### config.mk
export PLATFORM = sky130hd
export DESIGN_NAME = pci_parity_unit
export DESIGN_NICKNAME = d
export VERILOG_FILES = /design/src/rtl/pci_par_pkg.sv /design/src/rtl/par_tree.sv /design/src/rtl/par_phase_fsm.sv /design/src/rtl/par_err_status.sv /design/src/rtl/pci_parity_unit.sv
export SDC_FILE = /design/constraint.sdc
export NUM_CORES = 1
export LEC_CHECK = 0
export CORE_MARGIN = 3
export CORE_UTILIZATION = 27
export DETAILED_ROUTE_END_ITERATION = 12
export GPL_TIMING_DRIVEN = 0
export PLACE_DENSITY = 0.77
export SETUP_SLACK_MARGIN = 0.2
export SLEW_MARGIN = 25
export SYNTH_ARGS = -nofsm -noshare
export SYNTH_HDL_FRONTEND = slang
export SYNTH_HIERARCHICAL = 1
export SYNTH_SLANG_ARGS = --single-unit
### constraint.sdc
create_clock -name clk -period 1.9 [get_ports clk]
set_input_delay 0.38 -clock clk [delete_from_list [all_inputs] [get_ports clk]]
set_output_delay 0.38 -clock clk [all_outputs]
set_load 0.01 [all_outputs]
### src/rtl/pci_par_pkg.sv
package pci_par_pkg;
    typedef enum logic [1:0] {
        ST_IDLE     = 2'd0,
        ST_ADDR_OUT = 2'd1,
        ST_DATA_OUT = 2'd2,
        ST_DATA_CHK = 2'd3
    } par_state_e;
endpackage

### src/rtl/par_tree.sv
module par_tree #(
    parameter int W = 36
) (
    input  logic [W-1:0] vec,
    output logic         odd
);
    localparam int HALF = W / 2;
    logic [HALF:0] fold;
    // pairwise XOR stage, then reduce
    for (genvar i = 0; i < HALF; i++) begin : g_pair
        assign fold[i] = vec[2*i] ^ vec[2*i+1];
    end
    if (W % 2 == 1) begin : g_odd
        assign fold[HALF] = vec[W-1];
    end else begin : g_even
        assign fold[HALF] = 1'b0;
    end
    assign odd = ^fold;
endmodule

### src/rtl/par_phase_fsm.sv
module par_phase_fsm
    import pci_par_pkg::*;
(
    input  logic       clk,
    input  logic       rst_n,
    input  logic       addr_phase,
    input  logic       data_phase,
    input  logic       xfer_valid,
    input  logic       is_initiator,
    input  logic       is_write,
    output par_state_e state,
    output logic       chk_now
);
    par_state_e state_nx;
    logic       xfer;

    assign xfer = data_phase && xfer_valid;

    always_comb begin
        state_nx = ST_IDLE;
        unique case (state)
            ST_IDLE, ST_ADDR_OUT, ST_DATA_OUT, ST_DATA_CHK: begin
                if (addr_phase && is_initiator)
                    state_nx = ST_ADDR_OUT;
                else if (xfer && (is_initiator == is_write))
                    state_nx = ST_DATA_OUT;
                else if (xfer && !is_initiator && is_write)
                    state_nx = ST_DATA_CHK;
                else
                    state_nx = ST_IDLE;
            end
            default: state_nx = ST_IDLE;
        endcase
    end

    always_ff @(posedge clk) begin
        if (!rst_n) state <= ST_IDLE;
        else        state <= state_nx;
    end

    always_comb begin
        chk_now = 1'b0;
        unique case (state)
            ST_DATA_CHK: chk_now = 1'b1;
            default:     chk_now = 1'b0;
        endcase
    end

    // a check clock follows only a target-write transfer
    a_r4_chk_source: assert property (@(posedge clk) disable iff (!rst_n)
        (xfer && !is_initiator && is_write && !(addr_phase && is_initiator)) |=> chk_now);
    a_r4_no_chk_other: assert property (@(posedge clk) disable iff (!rst_n)
        !(xfer && !is_initiator && is_write) |=> !chk_now);
endmodule

### src/rtl/par_err_status.sv
module par_err_status (
    input  logic clk,
    input  logic rst_n,
    input  logic err_int,
    input  logic err_ext,
    input  logic clr,
    input  logic irq_en,
    input  logic route_smi,
    output logic status,
    output logic nmi_out,
    output logic smi_out
);
    logic set_any;
    assign set_any = err_int || err_ext;

    always_ff @(posedge clk) begin
        if (!rst_n)       status <= 1'b0;
        else if (set_any) status <= 1'b1;
        else if (clr)     status <= 1'b0;
    end

    always_comb begin
        nmi_out = status && irq_en && !route_smi;
        smi_out = status && irq_en &&  route_smi;
    end

    // sticky without clear
    a_r7_sticky: assert property (@(posedge clk) disable iff (!rst_n)
        (status && !clr) |=> status);
    // any error sets status
    a_r6_set: assert property (@(posedge clk) disable iff (!rst_n)
        set_any |=> status);
    // at most one interrupt output
    a_r8_one_irq: assert property (@(posedge clk) disable iff (!rst_n)
        $onehot0({nmi_out, smi_out}));
endmodule

### src/rtl/pci_parity_unit.sv
module pci_parity_unit
    import pci_par_pkg::*;
#(
    parameter int AD_W  = 32,
    parameter int CBE_W = 4
) (
    input  logic             clk,
    input  logic             rst_n,
    input  logic [AD_W-1:0]  ad,
    input  logic [CBE_W-1:0] cbe,
    input  logic             ad_oe,
    input  logic             addr_phase,
    input  logic             data_phase,
    input  logic             xfer_valid,
    input  logic             is_initiator,
    input  logic             is_write,
    input  logic             par_in,
    input  logic             perr_ext,
    input  logic             status_clr,
    input  logic             irq_en,
    input  logic             route_smi,
    output logic             par_out,
    output logic             par_oe,
    output logic             par_err,
    output logic             err_status,
    output logic             nmi_out,
    output logic             smi_out
);
    localparam int PW = AD_W + CBE_W;

    logic       par_now;
    logic       chk_now;
    par_state_e state;

    par_tree #(.W(PW)) u_tree (
        .vec ( {ad, cbe}),
        .odd (par_now)
    );

    par_phase_fsm u_fsm (
        .clk          (clk),
        .rst_n        (rst_n),
        .addr_phase   (addr_phase),
        .data_phase   (data_phase),
        .xfer_valid   (xfer_valid),
        .is_initiator (is_initiator),
        .is_write     (is_write),
        .state        (state),
        .chk_now      (chk_now)
    );

    always_ff @(posedge clk) begin
        if (!rst_n) begin
            par_out <= 1'b0;
            par_oe  <= 1'b0;
        end else begin
            par_out <= par_now;
            par_oe  <= ad_oe;
        end
    end

    assign par_err = chk_now && (par_in != par_out);

    par_err_status u_stat (
        .clk       (clk),
        .rst_n     (rst_n),
        .err_int   (par_err),
        .err_ext   (perr_ext),
        .clr       (status_clr),
        .irq_en    (irq_en),
        .route_smi (route_smi),
        .status    (err_status),
        .nmi_out   (nmi_out),
        .smi_out   (smi_out)
    );

    // enable follows bus enable by one clock
    a_r3_oe_on: assert property (@(posedge clk) disable iff (!rst_n)
        ad_oe |=> par_oe);
    a_r3_oe_off: assert property (@(posedge clk) disable iff (!rst_n)
        !ad_oe |=> !par_oe);
    // 36 bits of the previous clock plus parity hold an even count
    a_r1_even: assert property (@(posedge clk) disable iff (!rst_n)
        1'b1 |=> ($countones({$past(ad), $past(cbe), par_out}) % 2 == 0));
    // errors only in a check state
    a_r4_err_state: assert property (@(posedge clk) disable iff (!rst_n)
        par_err |-> (state == ST_DATA_CHK));
endmodule

# Word-level counts from Yosys, hierarchy flattened
# Index checks and enable logic that the tools add are counted.
# Widths: inputs -> output; s select.
dict set report op_classes {
  bitwise 18
  n_reduce_logical 16
  eq_ne 5
  mux 7
}
# operator n
set op_table {}
lappend op_table {{$reduce_xor 19->1} 1}
lappend op_table {{$xor 1x1->1} 18}
lappend op_table {{$logic_and 1x1->1} 9}
lappend op_table {{$mux 2} 4}
lappend op_table {{$eq 2x2->1 const B} 2}
lappend op_table {{$reduce_or 4->1} 1}
lappend op_table {{$mux 1} 3}
lappend op_table {{$eq 2x1->1 const B} 1}
lappend op_table {{$logic_not 1->1} 2}
lappend op_table {{$logic_not 2->1} 1}
lappend op_table {{$reduce_bool 2->1} 1}
lappend op_table {{$eq 1x1->1} 1}
lappend op_table {{$logic_or 1x1->1} 1}
lappend op_table {{$ne 1x1->1} 1}
dict set report word_totals {
  regBits 5
  in_bits 49
  elab_cells 50
  out_inout_bits 6
}

# Longest topological paths before layout
dict set report depth {
  word_depth 7
  ltp_mapped 6
}

# Hierarchy
# The synthesis kept the hierarchy.
# module area_per_inst_um2 n_inst cells_each
set modules_own_cells {}
lappend modules_own_cells {par_tree 311.5 1 34}
lappend modules_own_cells {par_phase_fsm 82.6 1 9}
lappend modules_own_cells {pci_parity_unit 67.6 1 6}
lappend modules_own_cells {par_err_status 50.0 1 6}

# Worst setup path after synthesis
# No wires, ideal clock.
dict set report synth_timing {
  kind {input-to-reg}
  startpoint {in ad[24]}
  endpoint {reg par_out}
  cell_stages 6
  setup_slack_ns 0.301
  arrival_time_ns 1.484
  t_required_ns 1.785
  path_cell_list {xor2_1 -> xnor2_1 -> xnor2_1 -> xnor3_1 -> xnor2_1 -> and2_1}
}
dict set report synth_via {
  elab_chain_len 2
}
# element line_no
set synth_lines {}
lappend synth_lines {{from (decl)} pci_parity_unit.sv:9} ;# input logic [AD_W-1:0] ad,
lappend synth_lines {{$xor 1x1->1} par_tree.sv:11} ;# assign fold[i] = vec[2*i] ^ vec[2*i+1];
lappend synth_lines {{$reduce_xor 19->1} par_tree.sv:18} ;# assign odd = ^fold;
lappend synth_lines {{via par_now} pci_parity_unit.sv:31} ;# logic par_now;
lappend synth_lines {{to (signal assigned)} pci_parity_unit.sv:57} ;# par_out <= par_now;
lappend synth_lines {{to (decl)} pci_parity_unit.sv:22} ;# output logic par_out,
# The timed path passes the listed nets, and every way through them passes these cells.
# A chain may end at the register's enable or synchronous reset.

# Worst setup path after layout
dict set report layout_timing {
  startpoint {in route_smi}
  endpoint {out smi_out}
}
dict set report layout_via {
  elab_chain_len 1
}
# element line_no
set layout_lines {}
lappend layout_lines {{from (decl)} pci_parity_unit.sv:21} ;# input logic route_smi,
lappend layout_lines {{$logic_and 1x1->1} par_err_status.sv:24} ;# smi_out = status && irq_en && route_smi;
lappend layout_lines {{to (decl)} pci_parity_unit.sv:27} ;# output logic smi_out
# No other way between the ends.

==> metrics.md <==
| Metric | Value |
|---|---|
| Status | finished, final reports clean |
| Fillers | approximately 170 |
| Mapped Nets | ~100 |
| Synth Area in Adders | 0% |
| Nature of the critical path startpoint | primary input |
| Synthesized instance count | 55 |
| CP Data Required Time | between 1500 and 2000 ps |
| Synth Cell Area | roughly 510 um^2 |
| Buffers on Ports | between 50 and 60 |
| Synthesis-to-layout area growth | 118.8% |
| # DRC | 0 |
| Compound-Gate Fraction of Synth Area | between 4 and 5% |
| Commonest cells after routing, fill and taps aside | clkdlybuf4s50_1, xnor2_1, dlygate4sd2_1, xor2_1, dfxtp_1 |
| Vias in the first global route | between 500 and 600 |
| Multiplexer area fraction after synthesis | 0% |
| Hold Path Stages | 2 |
| Synth Register Bits | 5 |
| Worst rel slew slack | between 80% and 90% |
| Largest family of logic cells by synthesized area | XOR/XNOR gates |
| CORE AREA | about 1800 um^2 |
| RSZ-0062 raised after global routing | true |
| Fraction of layout cells with a size suffix above 1 | 9.649% |
| Initial antenna violation count | 0 |
| Routed Antenna Nets | 0 |
| Commonest non-fill, non-tap cell in the layout | clkdlybuf4s50_1 |
| H-tree depth | 1 |
| Minimum clock period | roughly 1700 ps |
| Top-Level Pins | 55 |
| Crit path kind | primary input to primary output |
| Sequential share of power | between 20 and 25% |
| Endpoints failing setup | 0 |
| Slew @ Worst Pin | between 150 and 200 ps |
| Pin count of the biggest net entering global routing | 6 |
| Placed inst area | 1084 um^2 |
| Reg2reg path depth | 4 |
| Simple-Gate Fraction of Synth Area | between 10% and 20% |
| Period utilisation layout | 86.84% |
| Hold Path Origin | u_stat/status$_SDFFE_PN0P_ |
| Fmax | 0.6061 GHz |
| Die width | a little under 50 um |
| Post-route cell area | approximately 1100 um^2 |
| Vias | 577 |
| Fin nets | 164 |
| PD cells | ~550 nW/um^2 |
| DIE AREA | around 2500 um^2 |
| Worst path cell trace | clkdlybuf4s50_1, and3_2, dlygate4sd2_1 |
| Via density per instance | 4.151 |
| N_diodes | 0 |
| VDD IR-drop max | ~0.32 mV |
| Avg WL per Cell | roughly 9.7 um |
| Worst setup EP type | primary output |
| Bufs and invs on worst path | 2 |
| Worst-path clk slew | about 40 ps |
| Iteration-0 DRC Markers | 5 |
| CP max stage delay | 410 ps |
| Initial Util | roughly 29% |
| Type of the worst min-delay path | flop to flop |
| Synth Area in XOR/XNOR | between 60 and 70% |
| Synth unique cells | 15 |
| # hold bufs at CTS | 0 |
| Total Power | 611.7 uW |
| First-pass DRT Iterations | 2 |
| Worst reg-to-reg setup slack | about 830 ps |
| Die Ht | just under 50 um |
| Sw power | ~160 uW |
| Fin. Hold Viols | 0 |
| Clock skew | a little under 3 ps |
| Hold Path Sink | u_stat/status$_SDFFE_PN0P_ |
| Final Max Tran Viols | 0 |
| Crit path launch | route_smi |
| CTS tree | yes |
| CP top delay family | buffers and inverters |
| CP max stage cell | clkdlybuf4s50_1 |
| Max_cap viols | 0 |
| Cts bufs inserted | 3 |
| Detailed placer's ending HPWL | between 1 and 1.5 mm |
| Drt total wl | ~1.4 mm |
| Logic pwr share | between 50% and 60% |
| Post-layout util | 63.48% |
| Yosys synthesis warning count | 6 |
| First-pass GRT wire length | around 1.9 mm |
| Post-synthesis sequential area ratio | between 10% and 20% |
| Reg-to-Reg End | u_stat/status$_SDFFE_PN0P_ |
| Clk Tree Root Cell | clkbuf_4 |
| GRT Total Usage | 9.578% |
| CP Max Fanout | 2 |
| LEAKAGE | approximately 0.00049 uW |
| Worst EP arrival | about 1300 ps |
| Sink Count | 5 |
| Clk_lat worst skew | 240 ps |
| Sw Share | 26.46% |
| Final Wtd Congestion | between 0.6 and 0.7 |
| Clock tree buffer depth | 2 |
| FP Rows | 15 |
| Int Power | between 400 and 500 uW |
| Reg2reg start | par_out$_SDFF_PN0_ |
| Syn_area_per_cell | just over 9 um^2 |
| Congestion Overflow GR | 0 |
| Clk pwr share | 19.7% |
[power groups by stage]
stage / sequential [uW] / clock, uW / combinational, uW
after floorplan: 134 / 0 / 224
after global placement: 129 / 0 / 373
after detailed placement: 129 / 0 / 379
after CTS: 127 / 128 / 366
after global routing: 128 / 132 / 395
final: 127 / 121 / 364
[state kept, by name (all words and copies together), names as in the netlist]
| signal | flops |
|---|---|
| par_oe | 1 |
| par_out | 1 |
| u_stat/status | 1 |
| u_fsm/state | 2 |
[timing repair]
item                                   CTS  global route
gates cloned                             0             0
pin swaps                               22            11
resized for setup                       23            15
setup endpoints to repair                4             3
setup buffers                            0             1
endpoints found under the hold margin    0             0
[worst max-delay path by stage]
| stage | end | slack [ps] | depth (start not counted) |
|---|---|---|---|
| after detailed placement | par_out$_SDFF_PN0_ | -220 | 7 |
| after CTS | par_err | 110 | 4 |
| after global routing | par_err | 170 | 4 |
| after global placement | par_out$_SDFF_PN0_ | -230 | 7 |
| after floorplan | par_out$_SDFF_PN0_ | 300 | 6 |
| final | smi_out | 250 | 3 |
[kinds of logic after synthesis]
group	after synthesis
AOI/OAI and AO/OA	3
DFF	5
and+or+nand+nor	12
xor gates and xnor gates	35
[per-layer routing]
layer	part of all wire, %	GRT usage [%]
met1	34	9.761
met2	54	18.28
met3	12	2.115
met4	0	4.147
met5	0	0
[worst register-to-register path, cell delays in order, from the launching register on]
cell     delay, ps
dfxtp_1        310
xor2_1         140
and2_4         140
buf_4          120
o31a_1         260
[synth_stat cells]
cell	number	area share (%)
xor2_1	5	8.6
and3_2	1	1.5
dfxtp_1	5	20
nor2b_1	1	1.2
a21oi_1	1	0.98
xnor2_1	29	50
nand2_1	2	1.5
nor2_1	1	0.73
nand4b_1	1	1.7
a21boi_1	1	1.5
o31a_1	1	1.7
nand3_1	1	0.98
and2_1	4	4.9
xnor3_1	1	4.4
nand2b_1	1	1.2
[area by class of cell]
class / count / area (um^2) / share of cell area, %
repair buffers: 55 / 525.5 / 46.93
multi-input cells: 50 / 436.7 / 38.99
clock buffers: 4 / 26.28 / 2.346
well taps: 25 / 31.28 / 2.793
flip-flops and latches: 5 / 100.1 / 8.939
[through the flow]
step | setup slack, ps | TNS, ps | hold WS (ps) | cells
after detailed placement | -220.0 | -440.2 | 625.1 | 134
after CTS | 106.6 | 0 | 638.3 | 138
after floorplan | 300.8 | 0 | 467.8 | 55
after global placement | -226.8 | -422.8 | 622.2 | 134
after global routing | 174.2 | 0 | 714.3 | 139
final | 250.0 | 0 | 629.8 | 139
No activity file was read; power rests on OpenSTA's default activity.
